===== config.mk =====
export PLATFORM = sky130hd
export DESIGN_NAME = lbus_strobe_seq
export DESIGN_NICKNAME = d
export VERILOG_FILES = /design/src/rtl/lbus_seq_pkg.sv /design/src/rtl/lbus_req_hold.sv /design/src/rtl/lbus_phase_ctrl.sv /design/src/rtl/lbus_pin_decode.sv /design/src/rtl/lbus_strobe_seq.sv
export SDC_FILE = /design/constraint.sdc
export NUM_CORES = 1
export LEC_CHECK = 0
export CAP_MARGIN = 5
export CORE_MARGIN = 1.5
export CORE_UTILIZATION = 41
export CTS_CLUSTER_SIZE = 20
export DETAILED_ROUTE_END_ITERATION = 12
export PLACE_DENSITY = 0.87
export RECOVER_POWER = 100
export SYNTH_ARGS = -nofsm -noshare
export SYNTH_HDL_FRONTEND = slang
export SYNTH_HIERARCHICAL = 1
export SYNTH_SLANG_ARGS = --single-unit

===== constraint.sdc =====
create_clock -name clk -period 2.36 [get_ports clk]
set_input_delay 0.472 -clock clk [delete_from_list [all_inputs] [get_ports clk]]
set_output_delay 0.472 -clock clk [all_outputs]
set_load 0.1 [all_outputs]

===== src/rtl/lbus_seq_pkg.sv =====
package lbus_seq_pkg;

    localparam int WAIT_W = 5;
    localparam int SMALL_W = 2;

    typedef enum logic [2:0] {
        PH_IDLE,
        PH_LEAD,
        PH_BEAT,
        PH_GAP,
        PH_HOLD,
        PH_DONE
    } phase_e;

    typedef struct packed {
        logic [WAIT_W-1:0]  lead;
        logic [SMALL_W-1:0] gap;
        logic [SMALL_W-1:0] dly;
        logic [SMALL_W-1:0] hold;
        logic               bt_en;
    } timing_t;

    function automatic timing_t pick_timing(input logic [31:0] d, input logic wr);
        timing_t t;
        logic [SMALL_W-1:0] raw;
        t.lead  = wr ? d[9:5]   : d[4:0];
        t.gap   = wr ? d[13:12] : d[11:10];
        raw     = wr ? d[29:28] : d[27:26];
        t.dly   = ({3'b000, raw} > t.lead) ? t.lead[SMALL_W-1:0] : raw;
        t.hold  = wr ? d[31:30] : 2'b00;
        t.bt_en = d[14];
        return t;
    endfunction

endpackage


===== src/rtl/lbus_req_hold.sv =====
module lbus_req_hold
    import lbus_seq_pkg::*;
#(
    parameter int ADDR_W = 32,
    parameter int BEAT_W = 4
) (
    input  logic              clk,
    input  logic              rst,
    input  logic              take,
    input  logic [ADDR_W-1:0] in_addr,
    input  logic              in_write,
    input  logic [BEAT_W-1:0] in_beats,
    input  logic [31:0]       in_desc,
    output logic [ADDR_W-1:0] q_addr,
    output logic              q_write,
    output logic [BEAT_W-1:0] q_beats,
    output timing_t           q_tim
);
    always_ff @(posedge clk) begin
        if (rst) begin
            q_addr  <= '0;
            q_write <= 1'b0;
            q_beats <= '0;
            q_tim   <= '0;
        end else if (take) begin
            q_addr  <= in_addr;
            q_write <= in_write;
            q_beats <= in_beats;
            q_tim   <= pick_timing(in_desc, in_write);
        end
    end
endmodule


===== src/rtl/lbus_phase_ctrl.sv =====
module lbus_phase_ctrl
    import lbus_seq_pkg::*;
#(
    parameter int BEAT_W = 4
) (
    input  logic              clk,
    input  logic              rst,
    input  logic              take,
    input  logic [BEAT_W-1:0] in_beats,
    input  timing_t           in_tim,
    input  timing_t           tim,
    input  logic              is_write,
    input  logic              rdy_n,
    input  logic              bterm_n,
    output phase_e            phase,
    output logic [WAIT_W-1:0] tick
);
    logic [BEAT_W-1:0] left;
    logic bt_hit, beat_end;

    assign bt_hit   = tim.bt_en & ~bterm_n;
    assign beat_end = ~rdy_n | bt_hit;

    always_ff @(posedge clk) begin
        if (rst) begin
            phase <= PH_IDLE;
            tick  <= '0;
            left  <= '0;
        end else begin
            unique case (phase)
                PH_IDLE: if (take) begin
                    left  <= in_beats;
                    tick  <= '0;
                    phase <= (in_tim.lead == '0) ? PH_BEAT : PH_LEAD;
                end
                PH_LEAD: begin
                    if (tick == tim.lead - 1'b1) begin
                        tick  <= '0;
                        phase <= PH_BEAT;
                    end else begin
                        tick <= tick + 1'b1;
                    end
                end
                PH_BEAT: if (beat_end) begin
                    tick <= '0;
                    if (left == '0 || bt_hit) begin
                        phase <= (is_write && tim.hold != '0) ? PH_HOLD : PH_DONE;
                    end else begin
                        left  <= left - 1'b1;
                        phase <= (tim.gap == '0) ? PH_BEAT : PH_GAP;
                    end
                end
                PH_GAP: begin
                    if (tick == {3'b000, tim.gap} - 1'b1) begin
                        tick  <= '0;
                        phase <= PH_BEAT;
                    end else begin
                        tick <= tick + 1'b1;
                    end
                end
                PH_HOLD: begin
                    if (tick == {3'b000, tim.hold} - 1'b1) begin
                        tick  <= '0;
                        phase <= PH_DONE;
                    end else begin
                        tick <= tick + 1'b1;
                    end
                end
                PH_DONE: phase <= PH_IDLE;
                default: phase <= PH_IDLE;
            endcase
        end
    end
endmodule


===== src/rtl/lbus_pin_decode.sv =====
module lbus_pin_decode
    import lbus_seq_pkg::*;
(
    input  phase_e            phase,
    input  logic [WAIT_W-1:0] tick,
    input  timing_t           tim,
    input  logic              is_write,
    output logic              rd_stb_n,
    output logic              wr_stb_n,
    output logic              data_oe,
    output logic              iwait_n,
    output logic              done,
    output logic              idle
);
    logic stb_on, busy;

    always_comb begin
        stb_on = (phase == PH_BEAT) || (phase == PH_GAP) ||
                 ((phase == PH_LEAD) && (tick >= {3'b000, tim.dly}));
        busy   = (phase == PH_LEAD) || (phase == PH_BEAT) ||
                 (phase == PH_GAP)  || (phase == PH_HOLD);
        rd_stb_n = ~(stb_on & ~is_write);
        wr_stb_n = ~(stb_on & is_write);
        data_oe  = busy & is_write;
        iwait_n  = ~((phase == PH_LEAD) || (phase == PH_GAP));
        done     = (phase == PH_DONE);
        idle     = (phase == PH_IDLE);
    end
endmodule


===== src/rtl/lbus_strobe_seq.sv =====
module lbus_strobe_seq
    import lbus_seq_pkg::*;
#(
    parameter int ADDR_W = 32,
    parameter int BEAT_W = 4
) (
    input  logic              clk,
    input  logic              rst,
    input  logic              req_valid,
    output logic              req_ready,
    input  logic [ADDR_W-1:0] req_addr,
    input  logic              req_write,
    input  logic [BEAT_W-1:0] req_beats,
    input  logic [31:0]       req_desc,
    output logic [ADDR_W-1:0] bus_addr,
    output logic              bus_dir,
    output logic              rd_stb_n,
    output logic              wr_stb_n,
    output logic              data_oe,
    output logic              iwait_n,
    input  logic              rdy_n,
    input  logic              bterm_n,
    output logic              done
);
    logic              take;
    logic [BEAT_W-1:0] q_beats;
    timing_t           q_tim;
    timing_t           new_tim;
    phase_e            phase;
    logic [WAIT_W-1:0] tick;

    assign take    = req_valid & req_ready;
    assign new_tim = pick_timing(req_desc, req_write);

    lbus_req_hold #(.ADDR_W(ADDR_W), .BEAT_W(BEAT_W)) u_hold (
        .clk(clk), .rst(rst), .take(take),
        .in_addr(req_addr), .in_write(req_write), .in_beats(req_beats), .in_desc(req_desc),
        .q_addr(bus_addr), .q_write(bus_dir), .q_beats(q_beats), .q_tim(q_tim)
    );

    lbus_phase_ctrl #(.BEAT_W(BEAT_W)) u_ctrl (
        .clk(clk), .rst(rst), .take(take), .in_beats(req_beats), .in_tim(new_tim),
        .tim(q_tim), .is_write(bus_dir), .rdy_n(rdy_n), .bterm_n(bterm_n),
        .phase(phase), .tick(tick)
    );

    lbus_pin_decode u_pins (
        .phase(phase), .tick(tick), .tim(q_tim), .is_write(bus_dir),
        .rd_stb_n(rd_stb_n), .wr_stb_n(wr_stb_n), .data_oe(data_oe),
        .iwait_n(iwait_n), .done(done), .idle(req_ready)
    );

    logic unused_beats;
    assign unused_beats = ^q_beats;
endmodule


# Word-level counts from Yosys, hierarchy flattened
# Index checks and enable logic that the tools add are counted.
[totals]
ff_bits = 57
inputBits = 74
out_inout_bits = 39
word_cells = 87
[op_classes]
add_sub_neg = 5
order_cmp = 2
n_eq_ne = 14
n_mux = 25
n_bitwise = 12
reduce_logical = 19
[op_table]
columns = ["op", "n"]
rows = [
  ["$mux 5", 6],
  ["$pmux 5 s5", 1],
  ["$mux 3", 6],
  ["$eq 5x5->1", 3],
  ["$pmux 3 s5", 1],
  ["$mux 4", 3],
  ["$mux 2", 5],
  ["$ne 2x1->1 const B", 5],
  ["$pmux 4 s2", 1],
  ["$logic_or 1x1->1", 7],
  ["$eq 3x2->1 const B", 2],
  ["$eq 3x3->1 const B", 2],
  ["$not 1->1", 6],
  ["$sub 2x1->3 const B", 2],
  ["$add 5x1->5 const B", 1],
  ["$and 1x1->1", 5],
  ["$ge 5x2->1", 1],
  ["$gt 2x5->1", 1],
  ["$logic_not 5->1", 1],
  ["$reduce_and 5->1", 1],
  ["$reduce_bool 5->1", 1],
  ["$sub 5x1->5 const B", 1],
  ["$logic_not 4->1", 1],
  ["$reduce_and 4->1", 1],
  ["10 further kinds", 13],
]

# Logic depth before layout (Yosys ltp)
[logic_depth]
depth_word = 6
ltp_mapped = 8
mapped_depth_nobuf = 8

# By module
# Netlist, hierarchy kept.
[by_module_without_submodules]
columns = ["mod", "n_inst", "cells_per_inst", "area_each_um2"]
rows = [
  ["lbus_req_hold", 1, 186, 1920.6],
  ["lbus_phase_ctrl", 1, 137, 1024.7],
  ["lbus_strobe_seq", 1, 25, 229.0],
  ["lbus_pin_decode", 1, 15, 108.9],
]

# Least setup slack after synthesis
# OpenSTA, ideal clock, no wires.
[synth_timing]
kind = "flip-flop to flip-flop"
start = "register u_ctrl.phase[2]"
end = "register u_hold.q_addr[2]"
t_arrival_ns = 3.811
t_required_ns = 2.232
path_slack_ns = -1.579
path_stages_with_launch = 8
path_buffers = 3
period_less_slack_ns = 3.939
path_cell_list = "dfxtp_1 -> nor3_1 -> and2_1 -> buf_2 -> clkbuf_1 -> buf_2 -> mux2i_1 -> nor2_1"
[synth_via]
elab_chain_len = 2
[synth_lines]
columns = ["item", "line_no", "text"]
rows = [
  ["start: declaration", "lbus_phase_ctrl.sv:15", "output phase_e phase,"],
  ["start signal: assignment", "lbus_phase_ctrl.sv:34", "phase <= (in_tim.lead == '0) ? PH_BEAT : PH_LEAD;"],
  ["start signal: assignment", "lbus_phase_ctrl.sv:47", "phase <= (is_write && tim.hold != '0) ? PH_HOLD : PH_DONE;"],
  ["start signal: assignment", "lbus_phase_ctrl.sv:50", "phase <= (tim.gap == '0) ? PH_BEAT : PH_GAP;"],
  ["$logic_not 3->1", "lbus_pin_decode.sv:27", "idle = (phase == PH_IDLE);"],
  ["via req_ready", "lbus_strobe_seq.sv:10", "output logic req_ready,"],
  ["$and 1x1->1", "lbus_strobe_seq.sv:32", "assign take = req_valid & req_ready;"],
  ["via take", "lbus_strobe_seq.sv:25", "logic take;"],
  ["end signal: assignment", "lbus_req_hold.sv:26", "q_addr <= in_addr;"],
  ["end: declaration", "lbus_req_hold.sv:14", "output logic [ADDR_W-1:0] q_addr,"],
]
# The timed path passes the listed nets, and every way through them passes these cells.
# A chain may end at the register's enable or synchronous reset.

# Worst setup path after layout
[layout_timing]
start = "register u_ctrl.tick[1]"
end = "output wr_stb_n"
[layout_via]
elab_chain_len = 5
[layout_lines]
columns = ["item", "line_no", "text"]
rows = [
  ["start: declaration", "lbus_phase_ctrl.sv:16", "output logic [WAIT_W-1:0] tick"],
  ["start signal: assignment", "lbus_phase_ctrl.sv:41", "tick <= tick + 1'b1;"],
  ["start signal: assignment", "lbus_phase_ctrl.sv:58", "tick <= tick + 1'b1;"],
  ["start signal: assignment", "lbus_phase_ctrl.sv:66", "tick <= tick + 1'b1;"],
  ["$ge 5x2->1", "lbus_pin_decode.sv:19", "((phase == PH_LEAD) && (tick >= {3'b000, tim.dly}));"],
  ["$logic_and 1x1->1", "lbus_pin_decode.sv:19", ""],
  ["$logic_or 1x1->1", "lbus_pin_decode.sv:18", "stb_on = (phase == PH_BEAT) || (phase == PH_GAP) ||"],
  ["$and 1x1->1", "lbus_pin_decode.sv:23", "wr_stb_n = ~(stb_on & is_write);"],
  ["$not 1->1", "lbus_pin_decode.sv:23", ""],
  ["end: declaration", "lbus_strobe_seq.sv:18", "output logic wr_stb_n,"],
]
# No other way between the ends.

==> results by group <==
Clock network
  • CTS root buffer: clkbuf_8
  • CTS Sinks: 57
  • CTS HTree Levels: 3
  • CTS buffer count: 9
  • Clk slew on worst S/H paths: 0.06 ns
  • TritonCTS clock tree: yes
  • Longest Clk Path Bufs: 2
  • Clk_lat worst skew: 0.33 ns
  • Hold-fix buffers, CTS: 0

Critical path
  • CP bufs+invs: 1
  • Crit Path Category: reg -> out
  • Crit path required time: 1.89 ns
  • Max stage delay on crit path: 0.36 ns
  • Worst Setup End Kind: primary output
  • Crit path max fanout: 6
  • Critical-path top delay cell: dfxtp_4
  • Setup crit start kind: register
  • WP data arrival: 1.82 ns
  • CP cell instances: ha_1 -> o41a_1 -> a311o_1 -> nand3b_1 -> buf_12
  • Top delay family on crit path: compound AO/OA/AOI/OAI gates

Synth
  • Mapped Area: 2995 um2
  • Net count after synthesis: 419
  • Ys Warns: 6
  • Synth Area per Inst: 8.941 um2
  • Syn Inst Count: 335

Job
  • Max Cap Viol: 0

STA
  • Worst Hold Slack: 0.4840 ns
  • Max-slew violations: 0
  • Fmax: 0.4371 GHz
  • Setup TNS: 0 ns
  • Tmin final: 2.288 ns
  • Clock Skew: 0.008212 ns
  • Fin crit share: 96.95%
  • Final hold vios: 0
  • Worst slew pin tran: 1.179 ns
  • Setup violators final: 0
  • Slew HR: 21.73%

Hold path
  • HP Class: reg -> reg

Finish
  • Filler cell count: 594
  • Area delta synth->final: 38.93%
  • Commonest non-fill, non-tap cell in the layout: clkdlybuf4s50_1
  • Commonest non-fill, non-tap cells in the layout: clkdlybuf4s50_1, nor2_1, dfxtp_1
  • Inserted Diodes: 0
  • Share of cells above drive strength 1: 15.85%
  • Layout net count: 527

Placed design
  • Hpwl dp: 5665 um
  • GP Congestion: 0.8900
  • IO buf count: 101

Floorplanning
  • Num ports: 113
  • Area of the die: 7828 um2
  • Die X: 88.48 um
  • Core area: 6944 um2
  • Die Y: 88.48 um
  • Num rows: 30
  • Initial Utilization: 43.14%

Routing
  • DRC viols: 0
  • DR WL/cell: 13.64 um
  • Routed Antenna Nets: 0
  • First-iteration detailed-routing DRC count: 150
  • Post-Route WL: 7421 um
  • Via count: 2782
  • TritonRoute pass-1 iters: 4
  • DR vias/cell: 5.114

Power and ir drop
  • Power Density: 1159 nW/um2
  • Pleak: 0.001708 uW
  • Worst VDD drop: 666.1 uV

Global routing
  • Global-route wire length before repair: 12380 um
  • GRT overflow: 0
  • Vias in the first global route: 2793
  • Antenna violations before repair: 0
  • Total Routing Usage GR: 20.47%
  • Largest net degree at the start of global routing: 33

Outcome
  • Status: finished, final reports clean
metrics by stage:
stage	power, uW	util, %	setup slack [ns]	std cells	instance area [um2]
5_1_grt	5113	59.93	-0.001586	544	4161
2_1_floorplan	3491	-	-0.1188	335	3020
4_1_cts	4975	61.68	0.01911	542	4283
6_report	4823	59.93	0.07205	544	4161
3_5_place_dp	4177	59.19	-0.3321	526	4110
3_3_place_gp	4110	59.19	-0.2509	526	4110
cell type report:
type	count	area, um2	area share (%)
clock buffer	10	137.6	3.307
clock inverter	6	33.78	0.8118
inverter	13	48.80	1.173
multi-input combinational	241	1692	40.65
sequential	57	1152	27.69
tap	96	120.1	2.886
timing repair buffer	121	977.2	23.48
layer usage:
metal / GRT usage (%) / vias to the layer above / wire (um)
met4: 9.801 / 0 / 147
met1: 22.41 / 1276 / 2999
li1: - / 1386 / -
met5: 0 / - / 0
met3: 8.489 / 17 / 609
met2: 34.42 / 103 / 3665
sequential cells by signal, indices dropped and copies added (netlist names):
name	flops
u_hold/q_addr	32
u_hold/q_tim	12
u_ctrl/tick	5
u_ctrl/left	4
u_ctrl/phase	3
u_hold/q_write	1
worst reg2reg max path, stage by stage (launching register included):
cell and delay (ns):
dfxtp_1 0.46, nor3_1 0.34, and2_0 0.27, mux2i_1 0.09
or4_1 0.55, o21bai_1 0.21, a211oi_1 0.23
final timing paths:
check | depth (start not counted) | end | startpoint | slack [ns]
setup / recovery | 5 | wr_stb_n | u_ctrl/tick[1] | 0.07
hold / removal | 2 | u_hold/q_tim[2] | u_hold/q_tim[2] | 0.48
setup reg to reg | 6 | u_ctrl/left[0] | u_ctrl/phase[1] | 0.13
hold reg to reg | 2 | u_hold/q_tim[2] | u_hold/q_tim[2] | 0.48
where the power goes:
part           leakage, uW  total (uW)  switching (uW)  internal [uW]
Clock            0.0000956         780             380            401
Sequential        0.000471        1350             170           1180
Combinational      0.00114        2700            1870            831
Total              0.00171        4820            2420           2410
repair_timing:
| action | in CTS | in global routing |
|---|---|---|
| resized for setup | 1 | 7 |
| endpoints found under the setup margin | 1 | 4 |
| pin swaps | 0 | 0 |
| buffers inserted | 0 | 2 |
(Power assumes the default switching activity.)
